--- config.mk ---
export PLATFORM = sky130hd
export DESIGN_NAME = tevu_ctrl
export DESIGN_NICKNAME = d
export VERILOG_FILES = /design/src/rtl/tevu_pkg.sv /design/src/rtl/tevu_rx_fifo.sv /design/src/rtl/tevu_tx_slot.sv /design/src/rtl/tevu_irq_gen.sv /design/src/rtl/tevu_ctrl.sv
export SDC_FILE = /design/constraint.sdc
export NUM_CORES = 2
export LEC_CHECK = 0
export ABC_AREA = 0
export BUFFER_PORTS_ARGS = -buffer_cell sky130_fd_sc_hd__buf_2
export CORE_UTILIZATION = 40
export CTS_CLUSTER_SIZE = 30
export DETAILED_ROUTE_END_ITERATION = 10
export GPL_TIMING_DRIVEN = 1
export MAX_ROUTING_LAYER = met4
export PLACE_DENSITY = 0.67
export SYNTH_ARGS = -nofsm -noshare
export SYNTH_HDL_FRONTEND = slang
export SYNTH_SLANG_ARGS = --single-unit
--- constraint.sdc ---
create_clock -name clk -period 4.7 [get_ports clk]
set_clock_uncertainty 0.2 [all_clocks]
set_input_delay 0.235 -clock clk [delete_from_list [all_inputs] [get_ports clk]]
set_output_delay 0.235 -clock clk [all_outputs]
set_load 0.01 [all_outputs]
--- src/rtl/tevu_pkg.sv ---
package tevu_pkg;

    localparam int ADDR_W = 6;
    localparam int NUM_WORDS = 1 << ADDR_W;

    typedef logic [ADDR_W-1:0] waddr_t;

    // event flags; bit order matches the interrupt mask bits
    typedef struct packed {
        logic rxto;
        logic err;
        logic txrdy;
        logic rxrdy;
    } ev_t;

    localparam waddr_t A_RX_START = 6'h00;
    localparam waddr_t A_RX_STOP  = 6'h01;
    localparam waddr_t A_TX_START = 6'h02;
    localparam waddr_t A_TX_STOP  = 6'h03;
    localparam waddr_t A_SUSPEND  = 6'h04;
    localparam waddr_t A_EV_RXRDY = 6'h08;
    localparam waddr_t A_EV_TXRDY = 6'h09;
    localparam waddr_t A_EV_ERR   = 6'h0A;
    localparam waddr_t A_EV_RXTO  = 6'h0B;
    localparam waddr_t A_IE       = 6'h10;
    localparam waddr_t A_IE_SET   = 6'h11;
    localparam waddr_t A_IE_CLR   = 6'h12;
    localparam waddr_t A_ERRSRC   = 6'h14;
    localparam waddr_t A_ENABLE   = 6'h18;
    localparam waddr_t A_RXDATA   = 6'h19;
    localparam waddr_t A_TXDATA   = 6'h1A;
    localparam waddr_t A_PIN_LO   = 6'h1C;
    localparam waddr_t A_PIN_HI   = 6'h1F;
    localparam waddr_t A_BAUD     = 6'h20;

    localparam logic [31:0] ENABLE_KEY = 32'd4;

    function automatic logic [31:0] reset_word(input waddr_t a);
        if (a >= A_PIN_LO && a <= A_PIN_HI) return 32'hFFFF_FFFF;
        if (a == A_BAUD) return 32'h0400_0000;
        return 32'h0;
    endfunction

endpackage

--- src/rtl/tevu_rx_fifo.sv ---
module tevu_rx_fifo #(
    parameter int DEPTH = 4,
    parameter int W = 8,
    parameter int CNT_W = $clog2(DEPTH + 1)
) (
    input  logic             clk,
    input  logic             rst,
    input  logic             push,
    input  logic [W-1:0]     din,
    input  logic             pop,
    output logic [W-1:0]     dout,
    output logic             full,
    output logic             empty,
    output logic [CNT_W-1:0] count
);
    localparam int PTR_W = (DEPTH > 1) ? $clog2(DEPTH) : 1;

    logic [W-1:0]     store [DEPTH];
    logic [PTR_W-1:0] wr_ptr, rd_ptr;

    function automatic logic [PTR_W-1:0] bump(input logic [PTR_W-1:0] p);
        return (p == PTR_W'(DEPTH - 1)) ? '0 : p + 1'b1;
    endfunction

    always_ff @(posedge clk) begin
        if (push) store[wr_ptr] <= din;
    end

    always_ff @(posedge clk) begin
        if (rst) begin
            wr_ptr <= '0;
            rd_ptr <= '0;
            count  <= '0;
        end else begin
            if (push) wr_ptr <= bump(wr_ptr);
            if (pop)  rd_ptr <= bump(rd_ptr);
            case ({push, pop})
                2'b10:   count <= count + 1'b1;
                2'b01:   count <= count - 1'b1;
                default: count <= count;
            endcase
        end
    end

    assign dout  = store[rd_ptr];
    assign full  = (count == CNT_W'(DEPTH));
    assign empty = (count == '0);
endmodule

--- src/rtl/tevu_tx_slot.sv ---
module tevu_tx_slot #(
    parameter int W = 8
) (
    input  logic         clk,
    input  logic         rst,
    input  logic         load,
    input  logic [W-1:0] din,
    input  logic         done,
    output logic         busy,
    output logic [W-1:0] dout,
    output logic         done_ev
);
    always_ff @(posedge clk) begin
        if (rst) begin
            busy <= 1'b0;
            dout <= '0;
        end else if (load) begin
            busy <= 1'b1;
            dout <= din;
        end else if (done) begin
            busy <= 1'b0;
        end
    end

    assign done_ev = done && busy;
endmodule

--- src/rtl/tevu_irq_gen.sv ---
module tevu_irq_gen #(
    parameter int N = 4
) (
    input  logic [N-1:0] ev,
    input  logic [N-1:0] mask,
    output logic         irq
);
    logic [N-1:0] term;

    for (genvar i = 0; i < N; i++) begin : g_term
        assign term[i] = ev[i] & mask[i];
    end

    assign irq = |term;
endmodule

--- src/rtl/tevu_ctrl.sv ---
module tevu_ctrl
    import tevu_pkg::*;
#(
    parameter int RX_DEPTH = 4
) (
    input  logic        clk,
    input  logic        rst,
    input  logic        wr_en,
    input  logic        rd_en,
    input  logic [5:0]  addr,
    input  logic [31:0] wdata,
    output logic [31:0] rdata,
    output logic        irq,
    output logic        tx_req,
    output logic [7:0]  tx_byte,
    input  logic        tx_done,
    input  logic        rx_valid,
    input  logic [7:0]  rx_byte,
    output logic        rx_ready,
    input  logic        line_break
);
    localparam int CNT_W = $clog2(RX_DEPTH + 1);
    localparam int EV_N  = $bits(ev_t);

    logic        en_q, rx_run, tx_run;
    ev_t         ev_q;
    logic [EV_N-1:0] ev_vec;
    logic [31:0] ie_q, errsrc_q;
    logic [31:0] mem [NUM_WORDS];
    logic [31:0] rd_mux;

    logic             wr_on, push, pop, tx_load, tx_fin;
    logic [7:0]       fifo_dout;
    logic             fifo_full, fifo_empty;
    logic [CNT_W-1:0] rx_cnt;

    assign wr_on    = wr_en && (en_q || addr == A_ENABLE);
    assign rx_ready = rx_run && !fifo_full;
    assign push     = rx_valid && rx_ready;
    assign pop      = rd_en && en_q && addr == A_RXDATA && rx_run && !fifo_empty;
    assign tx_load  = wr_on && addr == A_TXDATA && tx_run && !tx_req;
    assign ev_vec   = ev_q;

    tevu_rx_fifo #(.DEPTH(RX_DEPTH), .W(8), .CNT_W(CNT_W)) u_fifo (
        .clk(clk), .rst(rst), .push(push), .din(rx_byte), .pop(pop),
        .dout(fifo_dout), .full(fifo_full), .empty(fifo_empty), .count(rx_cnt)
    );

    tevu_tx_slot #(.W(8)) u_tx (
        .clk(clk), .rst(rst), .load(tx_load), .din(wdata[7:0]), .done(tx_done),
        .busy(tx_req), .dout(tx_byte), .done_ev(tx_fin)
    );

    tevu_irq_gen #(.N(EV_N)) u_irq (
        .ev(ev_vec), .mask(ie_q[EV_N-1:0]), .irq(irq)
    );

    always_ff @(posedge clk) begin
        if (rst) begin
            en_q     <= 1'b0;
            rx_run   <= 1'b0;
            tx_run   <= 1'b0;
            ev_q     <= '0;
            ie_q     <= '0;
            errsrc_q <= '0;
            for (int i = 0; i < NUM_WORDS; i++) mem[i] <= reset_word(waddr_t'(i));
        end else begin
            if (wr_on) begin
                case (addr)
                    A_RX_START: if (wdata == 32'd1) rx_run <= 1'b1;
                    A_TX_START: if (wdata == 32'd1) tx_run <= 1'b1;
                    A_RX_STOP: if (wdata == 32'd1) begin
                        rx_run    <= 1'b0;
                        ev_q.rxto <= 1'b1;
                    end
                    A_TX_STOP: if (wdata == 32'd1) tx_run <= 1'b0;
                    A_SUSPEND: if (wdata == 32'd1) begin
                        rx_run    <= 1'b0;
                        tx_run    <= 1'b0;
                        ev_q.rxto <= 1'b1;
                    end
                    A_EV_RXRDY: if (wdata == 32'd0) ev_q.rxrdy <= 1'b0;
                    A_EV_TXRDY: ev_q.txrdy <= |wdata;
                    A_EV_ERR:   ev_q.err   <= |wdata;
                    A_EV_RXTO:  ev_q.rxto  <= |wdata;
                    A_IE:       ie_q <= wdata;
                    A_IE_SET:   ie_q <= ie_q | wdata;
                    A_IE_CLR:   ie_q <= ie_q & ~wdata;
                    A_ERRSRC:   errsrc_q <= errsrc_q & ~wdata;
                    A_ENABLE: begin
                        if (wdata == ENABLE_KEY) begin
                            en_q <= 1'b1;
                        end else if (wdata == 32'd0) begin
                            en_q      <= 1'b0;
                            rx_run    <= 1'b0;
                            tx_run    <= 1'b0;
                            ev_q.rxto <= 1'b1;
                        end
                    end
                    A_RXDATA, A_TXDATA: ;
                    default: mem[addr] <= wdata;
                endcase
            end
            // hardware-side sets come last so they win over a same-cycle write
            if (push || (pop && rx_cnt > CNT_W'(1))) ev_q.rxrdy <= 1'b1;
            if (tx_fin) ev_q.txrdy <= 1'b1;
            if (line_break) begin
                errsrc_q[1:0] <= 2'b11;
                ev_q.err      <= 1'b1;
            end
        end
    end

    always_comb begin
        case (addr)
            A_RX_START, A_RX_STOP, A_TX_START, A_TX_STOP, A_SUSPEND: rd_mux = '0;
            A_EV_RXRDY: rd_mux = {31'b0, ev_q.rxrdy};
            A_EV_TXRDY: rd_mux = {31'b0, ev_q.txrdy};
            A_EV_ERR:   rd_mux = {31'b0, ev_q.err};
            A_EV_RXTO:  rd_mux = {31'b0, ev_q.rxto};
            A_IE, A_IE_SET, A_IE_CLR: rd_mux = ie_q;
            A_ERRSRC:   rd_mux = errsrc_q;
            A_ENABLE:   rd_mux = en_q ? ENABLE_KEY : 32'h0;
            A_RXDATA:   rd_mux = {24'b0, fifo_dout};
            A_TXDATA:   rd_mux = {24'b0, tx_byte};
            default:    rd_mux = mem[addr];
        endcase
    end

    always_ff @(posedge clk) begin
        if (rst)        rdata <= '0;
        else if (rd_en) rdata <= en_q ? rd_mux : '0;
    end
endmodule

---- Word-level counts from Yosys, hierarchy flattened ----
Memory sizes are Yosys's and may differ from the RTL's. A register that Yosys moved wholly into a read port is not among the register bits.
Index checks and enable logic that the tools add are counted.
Widths: inputs -> output; s select.
storage, ports and cells
  flip-flop bits (word level) ............. 119
  memory bits (writable) .................. 2080
  input bits .............................. 53
  output and inout port bits .............. 43
  logic and storage cells ................. 158
  memories kept ........................... 2
memory list
  name          words  bits a word  rd ports  clocked after Yosys merged registers in  wr ports  line                text
  mem           64     32           1         0                                        64        tevu_ctrl.sv:29     logic [31:0] mem [NUM_WORDS];
  u_fifo.store  4      8            1         1                                        1         tevu_rx_fifo.sv:18  logic [W-1:0] store [DEPTH];
operators by class
  add/subtract/negate cells ............... 4
  magnitude comparators ................... 1
  eq/ne operators ......................... 28
  muxes and demuxes ....................... 46
  bitwise logic cells ..................... 8
  reduce and logical (&&, ||, !) cells .... 53
operators by type and width
  operator             number
  $pmux 32 s10         1
  $mux 32              5
  $pmux 32 s3          1
  $and 32x32->32       2
  $reduce_or 32->1     2
  $eq 6x5->1 const B   7
  $eq 32x1->1 const B  1
  $eq 32x3->1 const B  1
  $logic_not 32->1     1
  $not 32->32          1
  $or 32x32->32        1
  $mux 27              1
  $mux 1               25
  $eq 6x4->1 const B   4
  $reduce_bool 2->1    11
  $reduce_or 16->1     1
  $mux 2               7
  $eq 6x2->1 const B   2
  $logic_and 1x1->1    12
  $reduce_and 6->1     2
  $reduce_bool 3->1    4
  $reduce_and 2->1     5
  $pmux 1 s3           3
  $eq 2x2->1 const B   3
  other kinds (24)     37

---- Longest topological paths before layout ----
  word-level depth ........................ 8
  depth in mapped cells ................... 12
  depth with buffers taken out ............ 8

---- Modules after synthesis ----
Synthesis repeated with hierarchy kept, for this count alone.
unflattened totals
  cells, all modules ...................... 6063
  area, all modules ....................... 95250.1 um^2
by module, submodules not included
  module        times used  cells each  area each (um^2)  sequential area each (um^2)
  tevu_ctrl     1           5939        93298.2           62540.0
  tevu_rx_fifo  1           90          1605.3            1141.1
  tevu_tx_slot  1           31          327.8             180.2
  tevu_irq_gen  1           3           18.8              0.0

---- Worst setup path before layout ----
Ideal clock, no wire load.
  path type ............................... input -> register
  start point ............................. in addr[1]
  end point ............................... mem mem[28][0], enable pin
  library setup time ...................... 0.394 ns
  data arrival time ....................... 2.528 ns
  required time ........................... 4.106 ns
  path slack .............................. 1.578 ns
  cell stages on the path ................. 7
  buffers on the path ..................... 1
  path through ............................ buf_4 > nor2_1 > a31oi_4 > a2111oi_4 > o21ai_2 > or3_1 > nand2b_1
RTL lines
  item         line             text
  from (decl)  tevu_ctrl.sv:10  input logic [5:0] addr,
  to (decl)    tevu_ctrl.sv:29

---- Worst setup path after layout ----
  start point ............................. in addr[5]
  end point ............................... reg rdata[16]
on the way
  longest elaborated chain between the ends .. 4
  elaborated cells on any way between the ends .. 21
  those cells by class .................... eq/ne (15); mux (2); reduce/logical (3); memory (1)
ends and longest elaborated chain
  item                                                                   line              text
  parallel branches: the longest is 2 deep, another holds $mem_v2 64x32  -
  $pmux 32 s10 *                                                         tevu_ctrl.sv:115  case (addr)
  $mux 32 *                                                              tevu_ctrl.sv:132  else if (rd_en) rdata <= en_q ? rd_mux : '0;
  to (signal assigned)                                                   tevu_ctrl.sv:132
  to (decl)                                                              tevu_ctrl.sv:12   output logic [31:0] rdata,
Mark *: on every way between the ends.
A chain may end at the register's enable or synchronous reset.

==> out/qor.csv <==
stage,metric,value,unit
status,status,finished with violations,
status,violations,max-capacitance violations,
synth,ys_seq_elements,2201,
placement,gp_congestion,1.022,
sta,maxSlewHeadroom,1.387,%
placement,place_ws,0.3440,ns
clocking,cts_tree,done,
sta,setup_viol,0,
floorplanning,die-width,489.5,um
synth,synth_edf_count,2080,
power,powerDensity,397.2,nW/um2
finish,finalInstanceArea,109000,um2
power,internal_power,33.12,mW
floorplanning,fp.dieArea,239600,um2
sta,drv_slew,0,
synth,synth_top_area_share,65.71,%
critical_path,cp-end-kind,flop,
clocking,cts-root-buf,clkbuf_16,
clocking,clock-sinks,2201,
placement,hpwl,189100,um
job,cap_violations,1,
global_route,grt_pass1_wl,413900,um
synth,yosys_most_used_dff,edfxtp_1,
floorplanning,core_area,235600,um2
critical_path,worstPathArrival,4.75,ns
synth,synthArstFlopShare,0,%
routing,via_count,55910,
finish,fin_util,46.25,%
min_path,worstHoldStart,wdata[25],
routing,ant_nets,0,
routing,first_pass_iters,8,
finish,area_delta_synth_final,14.65,%
power,power.switching,10.16,mW
global_route,grt_max_degree,181,
synth,ys_top_cells_by_area,"edfxtp_1, mux4_2, and2_1",
finish,layout-drive-gt1-share,20.96,%
power,pwr-share-seq,52.6,%
clocking,htreeDepth,4,
critical_path,cp_max_fo,32,
power,comb_power_share,7.6,%
global_route,antenna_found_initial,24,
critical_path,regToRegSetupSlack,0.76,ns
critical_path,reg2reg_from,en_q,
placement,placed_cells,9277,
sta,post-route-period-util,88.37,%
routing,drc,0,
synth,syn_inst,5857,
synth,synth-warning-count,0,
critical_path,reg2reg_to,mem[21][4],
clocking,clk_pin_slew,0.06,ns
synth,yosysSeqAreaShare,68.26,%
global_route,grt_pass1_vias,53020,
power,totalPowerFinal,43.29,mW
power,clockPowerShare,39.8,%
finish,final-instance-count-excl-fill,9760,
power,p_leak,37.61,nW
clocking,ctsResizeCount,0,
placement,port_buffers,95,
floorplanning,placementRows,178,
sta,tns,0,ns
sta,rsz0062_at_grt,false,
routing,drt_wl_total,299300,um
routing,drtIter0Drc,8469,
global_route,gr-total-overflow,0,
finish,final_common_cell,edfxtp_1,
floorplanning,die_h,489.5,um
critical_path,path_class,input port to flop,
floorplanning,ios,96,
sta,finalWorstSetupSlack,0.5468,ns
synth,syn_avg_cell_area,16.23,um2
min_path,worstHoldEndpoint,errsrc_q[25],
global_route,track_usage,25.65,%
floorplanning,floorplan.initialDensity,40.34,%
finish,nNetsFinal,6469,
clocking,numCtsBuffers,217,
placement,placed_area,101400,um2
synth,synth_area_leader_cell,edfxtp_1,
min_path,hold_class,input port to flop,
routing,post_drt_via_cell_ratio,5.728,
min_path,holdPathStages,3,
sta,hold_viol_final,0,
synth,syn_area,95050,um2
power,switching_share,23.48,%
clocking,clk_latency,0.89,ns
sta,period_minus_slack,4.153,ns
synth,synth_cell_types,74,
power,ir_drop,0.0003296,V
sta,worstMarginPinSlew,1.466,ns
clocking,clockBufferDepth,3,
finish,final_cell_mix,"edfxtp_1, and2_1, mux4_2, conb_1, clkbuf_16",
critical_path,crit_required,5.30,ns
routing,wl_per_cell,30.67,um
critical_path,cp-start-kind,input port,
sta,clock.fmax,240.8,MHz
critical_path,r2r.worst_path.cells,7,
sta,whs,0.07470,ns
[final cells by class]
type,instances,area (um2)
Fill cell,20280,126700
Sequential cell,2201,64880
Multi-Input combinational cell,3599,29920
Clock buffer,290,5857
Tap cell,3150,3941
Timing Repair Buffer,379,3191
Clock inverter,120,1126
Antenna cell,13,32.53
Inverter,8,30.03
[registers in the layout (all words and copies together), names as in the netlist, named ones only]
| register | flops |
|---|---|
| rx_run | 1 |
| en_q | 1 |
| u_fifo.store | 32 |
| tx_run | 1 |
| u_fifo.wr_ptr | 2 |
| u_fifo.rd_ptr | 2 |
| errsrc_q | 32 |
| u_tx.busy | 1 |
| u_tx.dout | 8 |
| ev_q | 4 |
| rdata | 32 |
| u_fifo.count | 3 |
| ie_q | 32 |
| mem | 2048 |
[routing by layer]
metal	part of all wire [%]	wire length (um)	track usage [%]	up-vias
met5	0	0	-	-
met4	6.5	19430	13.65	0
met3	12	35430	5.942	719
met2	45	136000	37.93	3675
met1	36	108400	32.87	28760
li1	-	-	-	22750
[worst max-delay path, stage by stage]
cell,delay (ns)
dlygate4sd3_1,0.51
buf_2,0.43
buf_4,0.49
nor3_1,0.21
nand2_1,0.41
buf_12,0.25
o22ai_1,0.28
nor4_1,1.29
buf_4,0.26
o211ai_1,0.09
a211oi_1,0.23
[what timing repair did]
item,4_1_cts,5_1_grt
hold buffers,60,0
endpoints found under the hold margin,419,0
buffers inserted,0,0
[cells by family after synthesis]
group | after synthesis | synth area share [%]
buffers and inverters | 568 | 2.509
multiplexers | 576 | 12.85
flip-flops | 2201 | 68.26
AO/OA/AOI/OAI | 491 | 3.424
adder cells (fa/ha/maj) | 10 | 0.1316
other | 1 | 0.003945
XOR/XNOR | 4 | 0.03686
AND/OR/NAND/NOR | 2006 | 12.78
[cells in the mapped netlist, drive strengths merged (66+ instances only)]
cell    count
or2       176
o22ai     186
clkbuf    435
and2     1411
a21oi      77
mux4      512
edfxtp   2080
nor3       66
nor2      137
buf       125
a22oi      78
dfxtp     121
[power by group through the flow]
stage          clock network [mW]  registers (mW)  logic (mW)
2_1_floorplan                   0            23.0        1.73
3_3_place_gp                    0            23.1        3.15
3_5_place_dp                    0            23.2        3.16
4_1_cts                      17.4            22.8        3.21
5_1_grt                      18.1            22.8        3.33
6_report                     17.2            22.8        3.28
[worst max path at each step]
stage,from,end,slack (ns),depth (start not counted)
2_1_floorplan,addr[1],mem[28][0],1.58,7
3_3_place_gp,addr[3],mem[21][15],0.36,8
3_5_place_dp,addr[3],mem[21][15],0.34,8
4_1_cts,addr[3],mem[21][10],0.69,9
5_1_grt,addr[3],mem[21][4],0.45,9
6_report,addr[5],rdata[16],0.55,11
No activity file was read; power rests on OpenSTA's default activity.
